===== src/rtl/gpio_pkg.sv =====
package gpio_pkg;
  // word index within the control page (byte offset 0x400 + 4*index)
  typedef enum logic [2:0] {
    SEL_DIR  = 3'd0,
    SEL_LVL  = 3'd1,
    SEL_ANY  = 3'd2,
    SEL_POL  = 3'd3,
    SEL_EN   = 3'd4,
    SEL_RAW  = 3'd5,
    SEL_PEND = 3'd6,
    SEL_ACK  = 3'd7
  } reg_sel_e;
endpackage


===== src/rtl/gpio_sync.sv =====
module gpio_sync #(
  parameter int W = 8
) (
  input  logic         clk_i,
  input  logic         rst_ni,
  input  logic [W-1:0] async_i,
  output logic [W-1:0] sync_o
);
  logic [W-1:0] s1_q, s2_q;

  always_ff @(posedge clk_i or negedge rst_ni) begin
    if (!rst_ni) begin
      s1_q <= '0;
      s2_q <= '0;
    end else begin
      s1_q <= async_i;
      s2_q <= s1_q;
    end
  end

  assign sync_o = s2_q;
endmodule


===== src/rtl/gpio_detect.sv =====
module gpio_detect #(
  parameter int W = 8
) (
  input  logic         clk_i,
  input  logic         rst_ni,
  input  logic [W-1:0] sync_i,
  input  logic [W-1:0] lvl_mode_i,
  input  logic [W-1:0] any_edge_i,
  input  logic [W-1:0] pol_i,
  input  logic [W-1:0] clr_i,
  output logic [W-1:0] raw_o
);
  logic [W-1:0] prev_q, edge_q, evt, lvl_hit, latch_set;

  for (genvar i = 0; i < W; i++) begin : g_pin
    logic rise, fall;
    assign rise       = sync_i[i] & ~prev_q[i];
    assign fall       = ~sync_i[i] & prev_q[i];
    assign evt[i]     = any_edge_i[i] ? (rise | fall) : (pol_i[i] ? rise : fall);
    assign lvl_hit[i] = pol_i[i] ? sync_i[i] : ~sync_i[i];
    assign raw_o[i]   = lvl_mode_i[i] ? lvl_hit[i] : edge_q[i];
  end

  assign latch_set = evt & ~lvl_mode_i;

  always_ff @(posedge clk_i or negedge rst_ni) begin
    if (!rst_ni) begin
      prev_q <= '0;
      edge_q <= '0;
    end else begin
      prev_q <= sync_i;
      edge_q <= (edge_q & ~clr_i) | latch_set;  // new edge beats clear
    end
  end

  a_r8_ack_clears: assert property (@(posedge clk_i) disable iff (!rst_ni)
    1'b1 |=> (edge_q & $past(clr_i & ~latch_set)) == '0);

  a_r11_edge_wins: assert property (@(posedge clk_i) disable iff (!rst_ni)
    1'b1 |=> (edge_q & $past(latch_set)) == $past(latch_set));

  a_r5_sticky: assert property (@(posedge clk_i) disable iff (!rst_ni)
    1'b1 |=> (edge_q & $past(edge_q & ~clr_i)) == $past(edge_q & ~clr_i));
endmodule


===== src/rtl/gpio_regs.sv =====
module gpio_regs
  import gpio_pkg::*;
#(
  parameter int NPIN = 8,
  parameter int AW   = 12
) (
  input  logic            clk_i,
  input  logic            rst_ni,
  input  logic            sel_i,
  input  logic            wr_i,
  input  logic [AW-1:0]   addr_i,
  input  logic [NPIN-1:0] wdata_i,
  output logic [NPIN-1:0] rdata_o,
  input  logic [NPIN-1:0] pad_i,
  input  logic [NPIN-1:0] raw_i,
  output logic [NPIN-1:0] dir_o,
  output logic [NPIN-1:0] out_o,
  output logic [NPIN-1:0] lvl_o,
  output logic [NPIN-1:0] any_o,
  output logic [NPIN-1:0] pol_o,
  output logic [NPIN-1:0] en_o,
  output logic [NPIN-1:0] clr_o
);
  localparam int MSB = NPIN + 1;      // top mask bit
  localparam int RB  = NPIN + 2;      // lowest region bit
  localparam int RW  = AW - RB;

  logic [NPIN-1:0] mask, dir_q, out_q, lvl_q, any_q, pol_q, en_q;
  logic in_data, in_regs, wr_data;
  reg_sel_e rsel;

  assign mask    = addr_i[MSB:2];
  assign in_data = addr_i[AW-1:RB] == RW'(0);
  assign in_regs = (addr_i[AW-1:RB] == RW'(1)) && (addr_i[MSB:5] == '0);
  assign rsel    = reg_sel_e'(addr_i[4:2]);
  assign wr_data = sel_i & wr_i & in_data;

  function automatic logic wr_hit(input reg_sel_e s);
    return sel_i && wr_i && in_regs && (rsel == s);
  endfunction

  always_ff @(posedge clk_i or negedge rst_ni) begin
    if (!rst_ni) begin
      dir_q <= '0; out_q <= '0; lvl_q <= '0;
      any_q <= '0; pol_q <= '0; en_q  <= '0;
    end else begin
      if (wr_data)         out_q <= (out_q & ~mask) | (wdata_i & mask);
      if (wr_hit(SEL_DIR)) dir_q <= wdata_i;
      if (wr_hit(SEL_LVL)) lvl_q <= wdata_i;
      if (wr_hit(SEL_ANY)) any_q <= wdata_i;
      if (wr_hit(SEL_POL)) pol_q <= wdata_i;
      if (wr_hit(SEL_EN))  en_q  <= wdata_i;
    end
  end

  assign clr_o = wr_hit(SEL_ACK) ? wdata_i : '0;

  always_comb begin
    rdata_o = '0;
    if (sel_i && !wr_i) begin
      if (in_data) rdata_o = ((dir_q & out_q) | (~dir_q & pad_i)) & mask;
      else if (in_regs) begin
        case (rsel)
          SEL_DIR:  rdata_o = dir_q;
          SEL_LVL:  rdata_o = lvl_q;
          SEL_ANY:  rdata_o = any_q;
          SEL_POL:  rdata_o = pol_q;
          SEL_EN:   rdata_o = en_q;
          SEL_RAW:  rdata_o = raw_i;
          SEL_PEND: rdata_o = raw_i & en_q;
          default:  rdata_o = '0;
        endcase
      end
    end
  end

  assign dir_o = dir_q;
  assign out_o = out_q;
  assign lvl_o = lvl_q;
  assign any_o = any_q;
  assign pol_o = pol_q;
  assign en_o  = en_q;

  a_r3_masked_keep: assert property (@(posedge clk_i) disable iff (!rst_ni)
    wr_data |=> (out_q & ~$past(mask)) == ($past(out_q) & ~$past(mask)));

  a_r2_dir_load: assert property (@(posedge clk_i) disable iff (!rst_ni)
    wr_hit(SEL_DIR) |=> dir_q == $past(wdata_i));
endmodule


===== src/rtl/gpio_bank.sv =====
module gpio_bank #(
  parameter int NPIN = 8,
  parameter int AW   = 12
) (
  input  logic            clk_i,
  input  logic            rst_ni,
  input  logic            sel_i,
  input  logic            wr_i,
  input  logic [AW-1:0]   addr_i,
  input  logic [NPIN-1:0] wdata_i,
  output logic [NPIN-1:0] rdata_o,
  input  logic [NPIN-1:0] pin_i,
  output logic [NPIN-1:0] pin_o,
  output logic [NPIN-1:0] pin_oe_o,
  output logic            irq_o
);
  logic [NPIN-1:0] pad_s, raw, lvl, any, pol, en, clr;

  gpio_sync #(.W(NPIN)) u_sync (
    .clk_i, .rst_ni, .async_i(pin_i), .sync_o(pad_s)
  );

  gpio_detect #(.W(NPIN)) u_detect (
    .clk_i, .rst_ni, .sync_i(pad_s), .lvl_mode_i(lvl), .any_edge_i(any),
    .pol_i(pol), .clr_i(clr), .raw_o(raw)
  );

  gpio_regs #(.NPIN(NPIN), .AW(AW)) u_regs (
    .clk_i, .rst_ni, .sel_i, .wr_i, .addr_i, .wdata_i, .rdata_o,
    .pad_i(pad_s), .raw_i(raw), .dir_o(pin_oe_o), .out_o(pin_o),
    .lvl_o(lvl), .any_o(any), .pol_o(pol), .en_o(en), .clr_o(clr)
  );

  assign irq_o = |(raw & en);

  a_r9_irq_cause: assert property (@(posedge clk_i) disable iff (!rst_ni)
    irq_o |-> (en != '0) && (raw != '0));

  a_r1_quiet_reset: assert property (@(posedge clk_i)
    !rst_ni |-> (pin_oe_o == '0) && !irq_o);
endmodule


===== config.mk =====
export PLATFORM = sky130hd
export DESIGN_NAME = gpio_bank
export DESIGN_NICKNAME = d
export VERILOG_FILES = /design/src/rtl/gpio_pkg.sv /design/src/rtl/gpio_sync.sv /design/src/rtl/gpio_detect.sv /design/src/rtl/gpio_regs.sv /design/src/rtl/gpio_bank.sv
export SDC_FILE = /design/constraint.sdc
export NUM_CORES = 1
export LEC_CHECK = 0
export BUFFER_PORTS_ARGS = -buffer_cell sky130_fd_sc_hd__buf_2
export CAP_MARGIN = 20
export CELL_PAD_IN_SITES_DETAIL_PLACEMENT = 0
export CELL_PAD_IN_SITES_GLOBAL_PLACEMENT = 1
export CORE_MARGIN = 2
export CORE_UTILIZATION = 25
export DETAILED_ROUTE_END_ITERATION = 8
export PLACE_DENSITY = 0.47
export SLEW_MARGIN = 25
export SYNTH_ARGS = -nofsm -noshare
export SYNTH_HDL_FRONTEND = slang
export SYNTH_SLANG_ARGS = --single-unit

===== constraint.sdc =====
create_clock -name clk_i -period 2.48 [get_ports clk_i]
set_input_delay 0.372 -clock clk_i [delete_from_list [all_inputs] [get_ports clk_i]]
set_output_delay 0.372 -clock clk_i [all_outputs]
set_load 0.05 [all_outputs]

After elaboration in Yosys (flattened, before gate mapping)
Cells that the tools add are included.

storage, ports and cells
  register bits after elaboration = 80
  logic and storage cells = 127

operators by class
  eq/ne operators = 8
  muxes and demuxes = 37
  bitwise logic cells = 57
  reductions and logical operators = 15

operators by type and width
  cell                                                 number
  bitwise AND 8 bit                                    8
  one-hot mux 8 bit (7 select lines)                   1
  two-way mux 1 bit                                    32
  two-way mux 8 bit                                    4
  NOT 8 bit                                            4
  OR 8 bit                                             3
  bitwise AND 1 bit                                    18
  NOT 1 bit                                            16
  equality test 3 bit, second input constant           4
  logical AND 1 bit                                    10
  OR 1 bit                                             8
  OR reduction 8 bit                                   1
  equality test 3 x 2 -> 1 bit, second input constant  2
  logical NOT 5 bit                                    1
  equality test 3 x 1 -> 1 bit, second input constant  1
  logical NOT 3 bit                                    1
  equality test 2 x 1 -> 1 bit, second input constant  1
  logical NOT 2 bit                                    1
  logical NOT 1 bit                                    1

Logic depth before layout (Yosys ltp)
Gate-level depths: netlist of the first run.

  depth in word-level cells = 8
  mapped depth = 7
  gate-level depth less buffers = 5

Cells and area by module
Synthesis of the first run repeated with hierarchy kept, for this count alone.

unflattened totals
  cell total of the unflattened synthesis = 344
  area total of the unflattened synthesis = 4119.0 sq um

modules (own cells, without submodules)
  module       instances  cells an instance  area an instance (sq um)
  gpio_regs    1          211                2641.3
  gpio_detect  1          112                1041.0
  gpio_sync    1          16                 400.4
  gpio_bank    1          5                  36.3

Worst setup path after synthesis of the first run
No wires, ideal clock.

  path type = input-to-output
  start = input addr_i[6]
  end = output rdata_o[1]
  data arrival time = 2.323 ns
  data required time = 2.108 ns
  slack = -0.215 ns
  cell stages on the path = 5
  path through = nor4_4 > nand2_1 > nor3b_2 > nand2_1 > o21ai_0

on the way
  cells in the longest elaborated chain, start to end = 5

RTL lines
  item                line             source
  start: declaration  gpio_bank.sv:9   input logic [AW-1:0] addr_i,
  logical NOT 5 bit   gpio_regs.sv:34  assign in_regs = (addr_i[AW-1:RB] == RW'(1)) && (addr_i[MSB:5] == '0);
  logical AND 1 bit   gpio_regs.sv:34
  two-way mux 8 bit   gpio_regs.sv:62  else if (in_regs) begin
  two-way mux 8 bit   gpio_regs.sv:61  if (in_data) rdata_o = ((dir_q & out_q) | (~dir_q & pad_i)) & mask;
  two-way mux 8 bit   gpio_regs.sv:60  if (sel_i && !wr_i) begin
  end: declaration    gpio_bank.sv:11  output logic [NPIN-1:0] rdata_o,

No other way between the ends.

Worst setup path in the final report of the first run
  start = register u_regs.pol_q[4] (netlist: u_regs.pol_o[4])
  end = output irq_o

on the way
  cells in the longest elaborated chain, start to end = 4

RTL lines
  item                      line               source
  start: declaration        gpio_regs.sv:28    logic [NPIN-1:0] mask, dir_q, out_q, lvl_q, any_q, pol_q, en_q;
  start signal: assignment  gpio_regs.sv:51    if (wr_hit(SEL_POL)) pol_q <= wdata_i;
  two-way mux 1 bit         gpio_detect.sv:20  assign lvl_hit[i] = pol_i[i] ? sync_i[i] : ~sync_i[i];
  two-way mux 1 bit         gpio_detect.sv:21  assign raw_o[i] = lvl_mode_i[i] ? lvl_hit[i] : edge_q[i];
  bitwise AND 8 bit         gpio_bank.sv:34    assign irq_o = |(raw & en);
  OR reduction 8 bit        gpio_bank.sv:34
  end: declaration          gpio_bank.sv:15    output logic irq_o

No other way between the ends.

==> impl_metrics.toml, run 1 <==
[layout]
mostFrequentLayoutCell = "dfrtp_1"
finalNetCount = 511
area_delta_synth_final_pct = 25.0
utilization_pct = 32.2
design_area_sq_mm = 0.00516
drive_gt1_share_pct = 35.3
diodes = 0
final_cell_mix = "80 x dfrtp_1, 60 x mux2_2, 56 x nand2_1"

[clock_tree]
clock_path_buffers = 2
clk_pin_slew_ns = 0.06
clock-sinks = 80
cts_root_buffer = "clkbuf_16"
worst_skew_pair.late_latency_ns = 0.34
cts.htree.levels = 3
cts_tree = "built"
cts_made_buffers = 9
hold_buffers = 0

[detailed_routing]
wl_mm = 11.6
dr.pass1.iters = 4
vias = 3126
vias_per_cell = 4.57
wire_per_inst_um = 17.0
drtIter0Drc = 130
final_antenna_net_count = 0
drc = 0

[setup_path]
worstPathMaxFanout = 4
end_kind = "output pin"
crit_arrival_ns = 2.01
required_ns = 2.11
critPathKind = "flip-flop to output pin"
start_kind = "flip-flop"

[floorplanning]
rows = 46
ios = 57
die_w_um = 132
start_util_pct = 25.8
core_area_sq_mm = 0.0160
die_area_sq_mm = 0.0175
die_y_um = 132

[yosys]
syn_inst = 385
syn-num-nets = 433
syn-mean-instance-area_sq_um = 10.7
seq_area_frac_synth_pct = 48.5
yosysWarnings = 0
ys_types = 41
synth.ff_latch_count = 80
synth-edff-count = 0
synthesis.area_sq_mm = 0.00412
synth_flop_cell = "dfrtp_1"
ys_async_sr_fraction_pct = 100

[place]
gp_congestion = 0.724
hpwl_mm = 8.37
place_area_sq_mm = 0.00480
io_buffers = 54

[global_route]
grt_antenna_before_repair = 0
grt_pass1_wl_mm = 18.5
grt_overflow_total = 0
grt_pass1_vias = 3165
grtUsageTotal_pct = 14.0
grt_start_max_net_pins = 41

[worst_hold_path]
min_path_type = "input port to asynchronous set/reset pin"

[power_and_ir_drop]
p_sw_share_pct = 26.5
p_comb_share_pct = 13.4
cellPowerDensity_mw_per_mm2 = 616
clkPwrFrac_pct = 42.5
p_leak_nw = 2.45
ir_worst_vdd_v = 0.000383
p_int_mw = 2.33
p_sw_mw = 0.841
power_frac_seq_pct = 44.1

[run_status]
status = "finished, final reports clean"

[timing]
tns_ns = 0
tightest_slew_ns = 0.571
max_freq_mhz = 419
grt_setup_unrepaired = "no"
hold_viol_final = 0
fin_worst_skew_ns = 0.00317
slew_headroom_pct = 61.9
setup_viol = 0
drv_slew = 0
post-route-min-period_ns = 2.39
hold_slack_ns = 0.0274
finalCritPeriodShare_pct = 96.2

[job]
cap_violations = 0
==> power groups by stage <==
stage               Clock (mW)  Sequential (mW)  Combinational (mW)
CTS                       1.40             1.40               0.434
detailed placement           0             1.43               0.427
finish                    1.35             1.40               0.426
floorplan                    0             1.53               0.143
global route              1.46             1.41               0.464
global placement             0             1.42               0.423
==> critical path, stage by stage, from the launching register on <==
cell	delay (ns)
dfrtp_1	0.44
xnor2_1	0.15
mux2_2	0.30
nand2_1	0.09
o211ai_1	0.12
or3_4	0.41
buf_8	0.16
==> synthesized netlist by cell type, drive strengths merged, types with 3 or more instances <==
master,instances,area (sq um)
a21o,4,30.0
a21oi,17,85.1
a22oi,5,37.5
a32o,3,30.0
buf,5,23.8
clkbuf,5,18.8
dfrtp,80,2000
ha,16,200
inv,23,86.3
mux2,61,687
mux2i,9,90.1
nand2,61,241
nand3,9,45.0
nand3b,3,22.5
nor2,9,33.8
nor2b,3,18.8
nor3,8,51.3
o21ai,33,165
o22ai,4,25.0
xnor2,7,61.3
==> timing repair <==
item | 4_1_cts | 5_1_grt
gates resized for setup | 3 | 3
setup buffers | 4 | 0
pin swaps | 2 | 2
setup endpoints to repair | 1 | 1
==> sequential cells by signal, indices dropped and copies added (netlist names), named ones only <==
name,count
u_detect.edge_q,8
u_detect.prev_q,8
u_regs.any_o,8
u_regs.dir_o,8
u_regs.en_o,8
u_regs.lvl_o,8
u_regs.pol_o,8
u_sync.s1_q,8
u_sync.sync_o,8
==> per-layer routing <==
layer  GRT usage [%]  vias to the layer above  part of all wire [%]
met5               0                        -                     0
li1                -                     1519                     -
met4            4.90                        0                   2.0
met2            21.6                       70                    46
met3            3.41                       14                   3.9
met1            19.0                     1523                    48
==> layout make-up <==
class	instances	area, sq um
fill	1679	10800
multi-input combinational	272	2020
sequential	80	2000
timing repair buffer	77	480
tap	216	270
clock buffer	13	260
inverter	23	86.3
clock inverter	3	40.0
==> final timing paths <==
path	startpoint	to	slack, ns	cells past startpoint
max in group asynchronous	rst_ni	u_regs.pol_o[5]$_DFFE_PN0P_	1.85	2
min in group clk_i	pin_i[2]	u_sync.s1_q[2]$_DFF_PN0_	0.13	1
setup reg to reg	u_sync.sync_o[2]$_DFF_PN0_	u_detect.edge_q[2]$_DFF_PN0_	1.11	6
setup / recovery	u_regs.pol_o[4]$_DFFE_PN0P_	irq_o	0.09	6
hold / removal	rst_ni	u_sync.s1_q[4]$_DFF_PN0_	0.03	1
hold reg to reg	u_sync.s1_q[6]$_DFF_PN0_	u_sync.sync_o[6]$_DFF_PN0_	0.35	0
==> cell families after synthesis <==
family	after synthesis	share of synthesized area, %
and+or+nand+nor	102	12.0
DFF	80	48.5
AOI/OAI and AO/OA	76	10.9
muxes	70	18.8
buffers and inverters	33	3.12
adders and majority gates	16	4.85
xor gates and xnor gates	8	1.70
==> through the flow <==
stage / power (mW) / std cells / setup WS (ns)
2_1_floorplan: 1.67 / 385 / 0.0942
3_3_place_gp: 1.85 / 664 / 0.109
3_5_place_dp: 1.85 / 664 / 0.114
4_1_cts: 3.24 / 684 / 0.0165
5_1_grt: 3.33 / 684 / 0.0154
6_report: 3.18 / 684 / 0.0940
Note: power is estimated with default switching activity, not from simulation.
==> run 2, diff against run 1 <==
- PLACE_DENSITY: 0.47 -> 0.46
- SETUP_SLACK_MARGIN: unset -> 0.5
- SYNTH_HIERARCHICAL: unset -> 1
==> run 2 against run 1 <==
Critical path depth is 2 higher. Largest power group unchanged. Register-to-register slack worse by 0.10 ns. Hold slack better by 0.10 ns. Largest cell class unchanged. Cell area is 6.0% higher.
==> impl_metrics.toml, run 2 <==
[detailed_routing]
wire_per_inst_um = 17.4
dr.pass1.iters = 4
vias_per_cell = 4.43
drtIter0Drc = 170
final_antenna_net_count = 0
wl_mm = 11.6
drc = 0
vias = 2961

[power_and_ir_drop]
p_leak_nw = 2.65
p_comb_share_pct = 13.8
ir_worst_vdd_v = 0.000310
power_frac_seq_pct = 45.0
p_sw_mw = 0.865
clkPwrFrac_pct = 41.2
cellPowerDensity_mw_per_mm2 = 568
p_int_mw = 2.24
p_sw_share_pct = 27.9

[timing]
hold_viol_final = 0
finalCritPeriodShare_pct = 88.6
post-route-min-period_ns = 2.20
setup_viol = 0
grt_setup_unrepaired = "yes"
fin_worst_skew_ns = 0.00400
setup_ws_ns = 0.282
slew_headroom_pct = 70.4
max_freq_mhz = 455
tightest_slew_ns = 0.444
tns_ns = 0
drv_slew = 0

[yosys]
synthesis.area_sq_mm = 0.00412
yosysWarnings = 6
ys_types = 46
ys_async_sr_fraction_pct = 100
seq_area_frac_synth_pct = 48.6
synth_top_area_share_pct = 48.6
synth_top_area_cell = "dfrtp_1"
syn-num-nets = 392
yosys-top-cells-area = "dfrtp_1 49%, mux2_2 14%, ha_1 4.9%, mux2_4 2.9%, mux4_2 2.7%"
synth-edff-count = 0
synth.ff_latch_count = 80
synth_flop_cell = "dfrtp_1"
synth_common_cells = "80 x dfrtp_1, 50 x mux2_2, 28 x inv_1"
syn-mean-instance-area_sq_um = 12.0
synth.most_common_cell = "dfrtp_1"
syn_inst = 344

[global_route]
grt_start_max_net_pins = 37
grt_antenna_before_repair = 0
grt_overflow_total = 0
grt_pass1_wl_mm = 18.8
grtUsageTotal_pct = 14.3
grt_pass1_vias = 3173

[setup_path]
cp_slowest_cell = "dfrtp_1"
critPathKind = "flip-flop to output pin"
slowest_delay_ns = 0.40
crit_chain = "xnor2_1, nand2_1, o21ai_2, nand2b_1, a32o_2, mux2i_2, o21ai_2, buf_6"
worstPathMaxFanout = 3
cp_num_buf_inv = 1
timing.critical_path.mode_cell = "o21ai_2"
r2r_slack_ns = 1.01
crit_arrival_ns = 1.83
critical-path-top-delay-family = "compound AO/OA/AOI/OAI gates"
start_kind = "flip-flop"
end_kind = "output pin"
required_ns = 2.11

[layout]
mostFrequentLayoutCell = "dfrtp_1"
final_cell_mix = "77 x dfrtp_1, 50 x mux2_2, 46 x buf_4"
fin_cells = 668
finalNetCount = 495
diodes = 0
utilization_pct = 34.2
area_delta_synth_final_pct = 32.7
drive_gt1_share_pct = 48.0

[clock_tree]
cts_made_buffers = 9
clock_path_buffers = 2
cts_tree = "built"
clk_pin_slew_ns = 0.06
cts_root_buffer = "clkbuf_16"
worst_skew_pair.late_latency_ns = 0.34
clock-sinks = 80
cts.htree.levels = 3

[floorplanning]
start_util_pct = 25.7
rows = 46
die_w_um = 132
die_y_um = 132
ios = 57
die_area_sq_mm = 0.0175
core_area_sq_mm = 0.0160

[job]
cap_violations = 0

[place]
io_buffers = 54
hpwl_mm = 8.28
place_ws_ns = 0.167
gp_congestion = 0.743
place_inst = 627

[worst_hold_path]
min_path_type = "input port to flip-flop"

[run_status]
status = "finished, final reports clean"
-- run 2: cell count changes in the layout (fill, tap and decap cells not counted), moves of 15 or more --
cell,change
o21ai_0,-31
buf_4,+24
nand2_1,-36
o21ai_1,+15
o21ai_2,+15
-- run 2: layout make-up --
| type | instances | area (sq um) |
|---|---|---|
| fill | 1680 | 10500 |
| tap | 216 | 270 |
| timing repair buffer | 102 | 718 |
| inverter | 28 | 105 |
| clock inverter | 5 | 31.3 |
| sequential | 80 | 2010 |
| multi-input combinational | 226 | 2080 |
| clock buffer | 11 | 253 |
-- run 2: worst reg2reg max path, stage by stage, from the launching register on --
cell and delay (ns):
dfrtp_1 0.40, buf_4 0.14, buf_4 0.13, ha_1 0.19
mux2_1 0.29, o21ai_1 0.13, o21ai_1 0.08
-- run 2: through the flow --
| step | hold slack, ns | power (mW) | area, sq um |
|---|---|---|---|
| after CTS | 0.111 | 3.17 | 5420 |
| after global placement | 0.315 | 1.83 | 4830 |
| after detailed placement | 0.315 | 1.83 | 4830 |
| after floorplan | 0.0764 | 1.67 | 4180 |
| final | 0.129 | 3.10 | 5470 |
| after global routing | 0.107 | 3.27 | 5470 |
-- run 2: worst paths after layout --
path,start,endpoint,cells after the start
worst max-delay path,u_sync/sync_o[1]$_DFF_PN0_,rdata_o[1],8
worst min-delay path,pin_i[1],u_sync/s1_q[1]$_DFF_PN0_,1
worst max register to register,u_sync/sync_o[0]$_DFF_PN0_,u_detect/edge_q[0]$_DFF_PN0_,6
worst min register to register,u_sync/s1_q[7]$_DFF_PN0_,u_sync/sync_o[7]$_DFF_PN0_,0
max in group asynchronous,rst_ni,u_sync/sync_o[7]$_DFF_PN0_,3
min in group asynchronous,rst_ni,asynchronous set/reset pin,2
-- run 2: metal layers --
layer / up-vias / wire length, um / global-route usage (%)
met5: - / 0 / 0
met4: 0 / 113 / 3.41
met3: 8 / 424 / 4.23
met2: 54 / 5460 / 21.8
met1: 1462 / 5610 / 19.9
li1: 1437 / - / -
-- run 2: cells by family (layout without fill, tap and decap cells) --
| group | after synthesis | after routing | synth area share (%) |
|---|---|---|---|
| and+or+nand+nor | 64 | 64 | 9.02 |
| xor gates and xnor gates | 8 | 8 | 1.70 |
| buffers and inverters | 38 | 146 | 3.74 |
| muxes | 77 | 77 | 23.0 |
| adders and majority gates | 16 | 16 | 4.86 |
| DFF | 80 | 80 | 48.6 |
| AOI/OAI and AO/OA | 61 | 61 | 9.11 |
-- run 2: repair_timing --
action	in CTS	in global routing
endpoints found under the setup margin	9	9
resized for setup	51	4
hold endpoints to repair	23	0
pin swaps	19	12
setup buffers	20	4
hold buffers	1	0
-- run 2: power by group through the flow --
stage	Clock [mW]	Combinational (mW)	Sequential, mW
6_report	1.28	0.429	1.40
5_1_grt	1.40	0.465	1.41
4_1_cts	1.33	0.434	1.40
3_5_place_dp	0	0.403	1.43
3_3_place_gp	0	0.401	1.43
2_1_floorplan	0	0.137	1.53
